**src/rtl/ts_sync_pkg.sv**
```systemverilog
package ts_sync_pkg;

    localparam int BYTE_W = 8;

    typedef enum logic [1:0] {
        ST_HUNT   = 2'd0,
        ST_VERIFY = 2'd1,
        ST_LOCK   = 2'd2,
        ST_SLIP   = 2'd3
    } sync_state_e;

    typedef struct packed {
        logic              valid;
        logic [BYTE_W-1:0] data;
        logic              sbit;
        logic              sop;
    } cap_word_t;

endpackage

```
**src/rtl/ts_sync_capture.sv**
```systemverilog
module ts_sync_capture
    import ts_sync_pkg::*;
(
    input  logic              clk,
    input  logic              rst_n,
    input  logic              cfg_inv_edge,
    input  logic              in_valid,
    input  logic [BYTE_W-1:0] in_data,
    input  logic              in_bit,
    input  logic              in_sop,
    output cap_word_t         cap
);

    cap_word_t fall_q;
    cap_word_t direct_w;

    assign direct_w = '{valid: in_valid, data: in_data, sbit: in_bit, sop: in_sop};

    // falling-edge sampler for the inverted clock option
    always_ff @(negedge clk or negedge rst_n) begin
        if (!rst_n) begin
            fall_q <= '0;
        end else begin
            fall_q <= direct_w;
        end
    end

    // retime into the rising-edge domain
    always_ff @(posedge clk or negedge rst_n) begin
        if (!rst_n) begin
            cap <= '0;
        end else begin
            cap <= cfg_inv_edge ? fall_q : direct_w;
        end
    end

endmodule

```
**src/rtl/ts_sync_deser.sv**
```systemverilog
module ts_sync_deser
    import ts_sync_pkg::*;
(
    input  logic              clk,
    input  logic              rst_n,
    input  logic              cfg_serial,
    input  cap_word_t         cap,
    output logic              byte_valid,
    output logic [BYTE_W-1:0] byte_data
);

    localparam int CNT_W = $clog2(BYTE_W + 1);
    localparam logic [CNT_W-1:0] FULL = CNT_W'(BYTE_W);

    logic [BYTE_W-1:0] shift_q, shift_n;
    logic [CNT_W-1:0]  cnt_q, cnt_n;
    logic              emit;

    always_comb begin
        shift_n = shift_q;
        cnt_n   = cnt_q;
        emit    = 1'b0;
        if (cap.valid && cfg_serial) begin
            if (cap.sop) begin
                shift_n = {{(BYTE_W-1){1'b0}}, cap.sbit};
                cnt_n   = CNT_W'(1);
            end else begin
                shift_n = {shift_q[BYTE_W-2:0], cap.sbit};
                cnt_n   = cnt_q + CNT_W'(1);
            end
            if (cnt_n == FULL) begin
                emit  = 1'b1;
                cnt_n = '0;
            end
        end
    end

    always_ff @(posedge clk or negedge rst_n) begin
        if (!rst_n) begin
            shift_q    <= '0;
            cnt_q      <= '0;
            byte_valid <= 1'b0;
            byte_data  <= '0;
        end else begin
            shift_q <= shift_n;
            cnt_q   <= cnt_n;
            if (cfg_serial) begin
                byte_valid <= emit;
                if (emit) byte_data <= shift_n;
            end else begin
                byte_valid <= cap.valid;
                if (cap.valid) byte_data <= cap.data;
            end
        end
    end

endmodule

```
**src/rtl/ts_sync_core.sv**
```systemverilog
module ts_sync_core
    import ts_sync_pkg::*;
#(
    parameter int                PKT_LEN     = 188,
    parameter int                LOCK_HITS   = 9,
    parameter int                LOSS_MISSES = 9,
    parameter logic [BYTE_W-1:0] SYNC_BYTE   = 8'h47
) (
    input  logic              clk,
    input  logic              rst_n,
    input  logic              byte_valid,
    input  logic [BYTE_W-1:0] byte_data,
    output logic              out_valid,
    output logic [BYTE_W-1:0] out_data,
    output logic              out_sop,
    output logic              out_eop,
    output logic              out_locked
);

    localparam int POS_W  = (PKT_LEN > 2) ? $clog2(PKT_LEN) : 1;
    localparam int HIT_W  = $clog2(LOCK_HITS + 1);
    localparam int MISS_W = $clog2(LOSS_MISSES + 1);
    localparam logic [POS_W-1:0]  LAST_POS  = POS_W'(PKT_LEN - 1);
    localparam logic [HIT_W-1:0]  HIT_GOAL  = HIT_W'(LOCK_HITS);
    localparam logic [MISS_W-1:0] MISS_GOAL = MISS_W'(LOSS_MISSES);

    sync_state_e       st_q, st_n;
    logic [POS_W-1:0]  pos_q, pos_n, pos_step;
    logic [HIT_W-1:0]  hits_q, hits_n;
    logic [MISS_W-1:0] miss_q, miss_n;
    logic              is_sync, at_slot, slot_now, framed_now, framed_next;

    assign is_sync     = (byte_data == SYNC_BYTE);
    assign at_slot     = (pos_q == '0);
    assign pos_step    = (pos_q == LAST_POS) ? '0 : pos_q + POS_W'(1);
    assign framed_now  = (st_q == ST_LOCK) || (st_q == ST_SLIP);
    assign framed_next = (st_n == ST_LOCK) || (st_n == ST_SLIP);
    assign slot_now    = (st_q == ST_HUNT) ? is_sync : at_slot;

    // next-state logic
    always_comb begin
        st_n   = st_q;
        pos_n  = pos_q;
        hits_n = hits_q;
        miss_n = miss_q;
        if (byte_valid) begin
            pos_n = pos_step;
            unique case (st_q)
                ST_HUNT: begin
                    pos_n = POS_W'(1);
                    if (is_sync) begin
                        hits_n = HIT_W'(1);
                        st_n   = (HIT_GOAL == HIT_W'(1)) ? ST_LOCK : ST_VERIFY;
                    end
                end
                ST_VERIFY: begin
                    if (at_slot) begin
                        if (is_sync) begin
                            hits_n = hits_q + HIT_W'(1);
                            if (hits_n == HIT_GOAL) st_n = ST_LOCK;
                        end else begin
                            st_n = ST_HUNT;
                        end
                    end
                end
                ST_LOCK: begin
                    if (at_slot && !is_sync) begin
                        miss_n = MISS_W'(1);
                        st_n   = (MISS_GOAL == MISS_W'(1)) ? ST_HUNT : ST_SLIP;
                    end
                end
                ST_SLIP: begin
                    if (at_slot) begin
                        if (is_sync) begin
                            miss_n = '0;
                            st_n   = ST_LOCK;
                        end else begin
                            miss_n = miss_q + MISS_W'(1);
                            if (miss_n == MISS_GOAL) st_n = ST_HUNT;
                        end
                    end
                end
                default: st_n = ST_HUNT;
            endcase
            if (st_n == ST_HUNT) begin
                hits_n = '0;
                miss_n = '0;
            end
        end
    end

    // state register
    always_ff @(posedge clk or negedge rst_n) begin
        if (!rst_n) begin
            st_q   <= ST_HUNT;
            pos_q  <= '0;
            hits_q <= '0;
            miss_q <= '0;
        end else begin
            st_q   <= st_n;
            pos_q  <= pos_n;
            hits_q <= hits_n;
            miss_q <= miss_n;
        end
    end

    // output register
    always_ff @(posedge clk or negedge rst_n) begin
        if (!rst_n) begin
            out_valid <= 1'b0;
            out_data  <= '0;
            out_sop   <= 1'b0;
            out_eop   <= 1'b0;
        end else begin
            out_valid <= byte_valid;
            if (byte_valid) out_data <= byte_data;
            out_sop <= byte_valid && slot_now && framed_next;
            out_eop <= byte_valid && framed_now && (pos_q == LAST_POS);
        end
    end

    assign out_locked = framed_now;

endmodule

```
**src/rtl/ts_sync_lock.sv**
```systemverilog
module ts_sync_lock
    import ts_sync_pkg::*;
#(
    parameter int          PKT_LEN     = 188,
    parameter int          LOCK_HITS   = 9,
    parameter int          LOSS_MISSES = 9,
    parameter logic [7:0]  SYNC_BYTE   = 8'h47
) (
    input  logic       clk,
    input  logic       rst_n,
    input  logic       cfg_serial,
    input  logic       cfg_inv_edge,
    input  logic       in_valid,
    input  logic [7:0] in_data,
    input  logic       in_bit,
    input  logic       in_sop,
    output logic       out_valid,
    output logic [7:0] out_data,
    output logic       out_sop,
    output logic       out_eop,
    output logic       out_locked
);

    cap_word_t         cap;
    logic              byte_valid;
    logic [BYTE_W-1:0] byte_data;

    ts_sync_capture u_capture (
        .clk          (clk),
        .rst_n        (rst_n),
        .cfg_inv_edge (cfg_inv_edge),
        .in_valid     (in_valid),
        .in_data      (in_data),
        .in_bit       (in_bit),
        .in_sop       (in_sop),
        .cap          (cap)
    );

    ts_sync_deser u_deser (
        .clk        (clk),
        .rst_n      (rst_n),
        .cfg_serial (cfg_serial),
        .cap        (cap),
        .byte_valid (byte_valid),
        .byte_data  (byte_data)
    );

    ts_sync_core #(
        .PKT_LEN     (PKT_LEN),
        .LOCK_HITS   (LOCK_HITS),
        .LOSS_MISSES (LOSS_MISSES),
        .SYNC_BYTE   (SYNC_BYTE)
    ) u_core (
        .clk        (clk),
        .rst_n      (rst_n),
        .byte_valid (byte_valid),
        .byte_data  (byte_data),
        .out_valid  (out_valid),
        .out_data   (out_data),
        .out_sop    (out_sop),
        .out_eop    (out_eop),
        .out_locked (out_locked)
    );

endmodule

```
**config.mk**
```make
export PLATFORM = sky130hd
export DESIGN_NAME = ts_sync_lock
export DESIGN_NICKNAME = d
export VERILOG_FILES = /design/src/rtl/ts_sync_pkg.sv /design/src/rtl/ts_sync_capture.sv /design/src/rtl/ts_sync_deser.sv /design/src/rtl/ts_sync_core.sv /design/src/rtl/ts_sync_lock.sv
export SDC_FILE = /design/constraint.sdc
export NUM_CORES = 1
export LEC_CHECK = 0
export BUFFER_PORTS_ARGS = -buffer_cell sky130_fd_sc_hd__buf_2
export CELL_PAD_IN_SITES_DETAIL_PLACEMENT = 1
export CELL_PAD_IN_SITES_GLOBAL_PLACEMENT = 1
export CORE_MARGIN = 1.5
export CORE_UTILIZATION = 51
export DETAILED_ROUTE_END_ITERATION = 16
export GPL_TIMING_DRIVEN = 1
export HOLD_SLACK_MARGIN = 0.03
export PLACE_DENSITY_LB_ADDON = 0.05
export REMOVE_ABC_BUFFERS = 1
export SYNTH_ARGS = -nofsm -noshare
export SYNTH_HDL_FRONTEND = slang
export SYNTH_SLANG_ARGS = --single-unit
```
**constraint.sdc**
```tcl
create_clock -name clk -period 3.4 [get_ports clk]
set_input_delay 0.68 -clock clk [delete_from_list [all_inputs] [get_ports clk]]
set_output_delay 0.68 -clock clk [all_outputs]
set_load 0.02 [all_outputs]
```
# After elaboration in Yosys (flattened, before gate mapping)
# Cells that the tools add are included.
# classes
n_addsub	4
n_mul	0
div_mod_pow	0
order_cmp	0
n_eq_ne	16
shift	0
n_mux	36
bitwise_logic	0
reduce_logical	18
# op_table
operator	n
2-to-1 mux 8 bit	7
2-to-1 mux 4 bit	11
2-to-1 mux 2 bit	10
one-hot mux 4 bit (2 select lines)	2
adder 4 x 1 -> 4 bit, second input constant	3
== test 4 bit, second input constant	3
2-to-1 mux 11 bit	1
adder 8 x 1 -> 8 bit, second input constant	1
== test 2 bit, second input constant	4
== test 8 x 7 -> 1 bit, second input constant	1
== test 8 bit, second input constant	1
logical NOT 8 bit	1
one-hot mux 2 bit (4 select lines)	1
logical AND 1 bit	6
inequality test 3 x 1 -> 1 bit, second input constant	2
inequality test 3 x 2 -> 1 bit, second input constant	2
nonzero test 3 bit	2
AND reduction 5 bit	1
logical NOT 2 bit	2
2-to-1 mux 1 bit	4
AND reduction 4 bit	1
inequality test 3 bit, second input constant	1
== test 2 x 1 -> 1 bit, second input constant	1
logical OR 1 bit	2
other kinds (4)	4
# totals
ff_bits	72
latch_bits	0
ramBits	0
romBits	0
in_bits	15
out_inout_bits	12
word_cells	94
n_memories	0

# Longest topological paths before layout
# depth
depth_word	11
ltp_mapped	7
depth_no_buf	7

# Modules after synthesis
# A second synthesis with hierarchy kept.
# unflattened
cells_unflattened	304
hier_area_um2	3353.2
# modules_own_cells
mod	instances	cells_per_inst	area_each_um2	seq_area_each_um2
ts_sync_core	1	177	1671.6	725.7
ts_sync_deser	1	93	958.4	500.5
ts_sync_capture	1	34	723.2	550.5

==> summary.txt <==
Synth Area in Adders = 2.65%
Initial core utilization = 52.3%
Synth top cells by count = dfrtp_1 (61), mux2_2 (34), nand2_1 (26), o21ai_0 (26)
Synth Area in Simple Gates = 15.0%
Synth top area cells = dfrtp_1 (46%), mux2_2 (12%), dfrtn_1 (8.3%)
Post-CTS sizing = 0
CP Max Fanout = 1
Pre-CTS WS = 0.752 ns
Peak VDD IR = 0.366 mV
Outcome = finished, final reports clean
Initial antenna violation count = 0
Number of global-route vias before repair = 2403
Core Area = 0.00631 mm2
Die Wd = 83.5 um
Xor/xnor share of the synthesized area = 1.06%
Layout Skew = 0.0161 ns
DR vias = 2294
Reg2Reg Launch Point = u_capture.fall_q[6]$_DFF_NN0_
Clock latency on the worst-skew pair = 0.36 ns
Crit path DAT = 2.64 ns
PD cells = 556 mW/mm2
Min Hold Slack = 0.287 ns
EDFF count, synth = 0
Cell Area, Synth = 0.00330 mm2
Compound-gate portion of the synthesized area = 11.5%
Post-CTS Hold Fix Bufs = 0
Hpwl dp = 4900 um
Setup Fix Bufs, Post-CTS = 0
Die Ht = 83.5 um
Sequential share of the synthesized area = 54.5%
Top cell family by delay on the critical path = flip-flops
Largest family of logic cells by synthesized area = simple AND/OR/NAND/NOR gates
PnR worst setup slack = 0.990 ns
Met1 usage = 31.3%
RePlAce Congestion = 0.745
Sink Count = 72
Post-route ant nets = 0
Total GRT Usage = 22.4%
Leakage = 0.00167 uW
Port-buffer cells = 26
DRC = 0
Antenna Cells = 0
Final hold vios = 0
Pin count of the biggest net entering global routing = 28
Setup TNS = 0 ns
Post-Synthesis Cells = 293
# setup viols final = 0
Layer with the highest usage = met2
DR iter-0 viols = 126
Capturing point of the worst reg2reg path = u_capture.cap[6]$_DFF_PN0_
Syn Area/Cell = 11.3 um2
TritonCTS clock tree = yes
Layout cell share with drive strength beyond 1 = 26.7%
Pins over their slew limit = 0
First-pass GRT wire length = 12100 um
Layout area overhead = 12.3%
Nets = 343
Least-Margin Pin Slew = 0.753 ns
Netlist cell types = 51
Root Buffer = clkbuf_8
Asr flop ratio synth = 100%
CP startpoint kind = flip-flop
Top cell type's share of synthesized area = 46.2%
Critical path, cell by cell = mux2_2
Top FF cell, synth = dfrtp_1
Most area-hungry cell type in the Yosys netlist = dfrtp_1
Vias per cell = 5.69
CP max-delay cell = dfrtn_1
Required time of the worst setup path = 3.63 ns
GRT met3 Usage = 6.13%
Die area = 0.00697 mm2
#FFs+latches synth = 72
Unrepaired setup endpoints after global routing = false
Synth Warn # = 0
Hold Path Class = input port to asynchronous set/reset pin
Final WL = 7090 um
MaxCap Viol Count = 0
Routed len/inst = 17.6 um
Count leader, synth = dfrtp_1
Crit. End Element = flip-flop
IO Pins = 27
FP Rows = 29
Drt pass-1 iters = 4
DP Cell Count = 387
R2R cell count = 1
WP buf/inv = 0
R2R Setup Slk = 0.99 ns
Max incr delay on CP = 0.33 ns
Post-route insts no fill = 403
Total power = 2070 uW
Clk buf depth = 2
CTS Buf Count = 9
Clock transition at path regs = 0.07 ns
Crit Path Class = flip-flop to flip-flop
Grt total ovfl = 0
Met2 usage = 35.0%
Post-synthesis mux area share = 12.5%
Slew HR = 49.6%
H-Tree Depth = 3
## layer usage
layer	up-vias	share of wire, %
li1	1095	-
met1	1155	48
met2	34	47
met3	10	3.8
met4	0	1.2
met5	-	0
## cells by family after synthesis
| kind of cell | Yosys count |
|---|---|
| compound gates | 59 |
| xor+xnor | 4 |
| fa+ha+maj | 7 |
| buf+inv | 23 |
| flops | 72 |
| mux | 37 |
| simple gates | 91 |
## flip-flops by register name, summed over array words and instances (netlist names)
signal,count
u_core.st_q,2
u_core.out_sop,1
u_deser.byte_valid,1
u_core.out_eop,1
u_deser.shift_q,8
u_core.out_data,8
u_core.pos_q,8
u_core.hits_q,4
u_core.miss_q,4
u_capture.cap,11
u_deser.cnt_q,4
u_capture.fall_q,11
u_core.out_valid,1
u_deser.byte_data,8
## layout make-up
class,count,area (um2)
Multi-Input combinational cell,198,1410
Clock inverter,4,52.6
Inverter,11,41.3
Clock buffer,12,156
Sequential cell,72,1800
Fill cell,693,2600
Tap cell,77,96.3
Timing Repair Buffer,29,153
## stage by stage
step / util (%) / area (um2)
after detailed placement: 55.5 / 3500
after global routing: 58.8 / 3710
final: 58.8 / 3710
after CTS: 58.8 / 3710
after global placement: 55.5 / 3500
after floorplan: - / 3250
## worst max-delay path by stage
stage                                    endpoint  depth (start not counted)                          start
finish                 u_capture.cap[6]$_DFF_PN0_                          1  u_capture.fall_q[6]$_DFF_NN0_
CTS                    u_capture.cap[7]$_DFF_PN0_                          1  u_capture.fall_q[7]$_DFF_NN0_
floorplan           u_capture.fall_q[0]$_DFF_NN0_                          0                         in_sop
global placement    u_capture.fall_q[9]$_DFF_NN0_                          1                     in_data[7]
detailed placement  u_capture.fall_q[6]$_DFF_NN0_                          1                          rst_n
global route           u_capture.cap[6]$_DFF_PN0_                          1  u_capture.fall_q[6]$_DFF_NN0_
## cell usage in the layout (no fill, tap or decap), drive strengths merged, types with 7 or more instances in the layout
| cell | instances |
|---|---|
| buf | 29 |
| clkbuf | 12 |
| dfrtn | 11 |
| dfrtp | 61 |
| ha | 7 |
| inv | 11 |
| mux2 | 34 |
| nand2 | 26 |
| nand2b | 12 |
| nand3 | 8 |
| nor2 | 12 |
| nor3 | 7 |
| o21ai | 26 |
## power by group
part / switching, uW / internal [uW] / leakage (uW) / total [uW]
clock network: 323 / 386 / 0.000106 / 709
logic: 190 / 145 / 0.000645 / 334
registers: 70.1 / 953 / 0.000917 / 1020
Note: power is estimated with default switching activity, not from simulation.
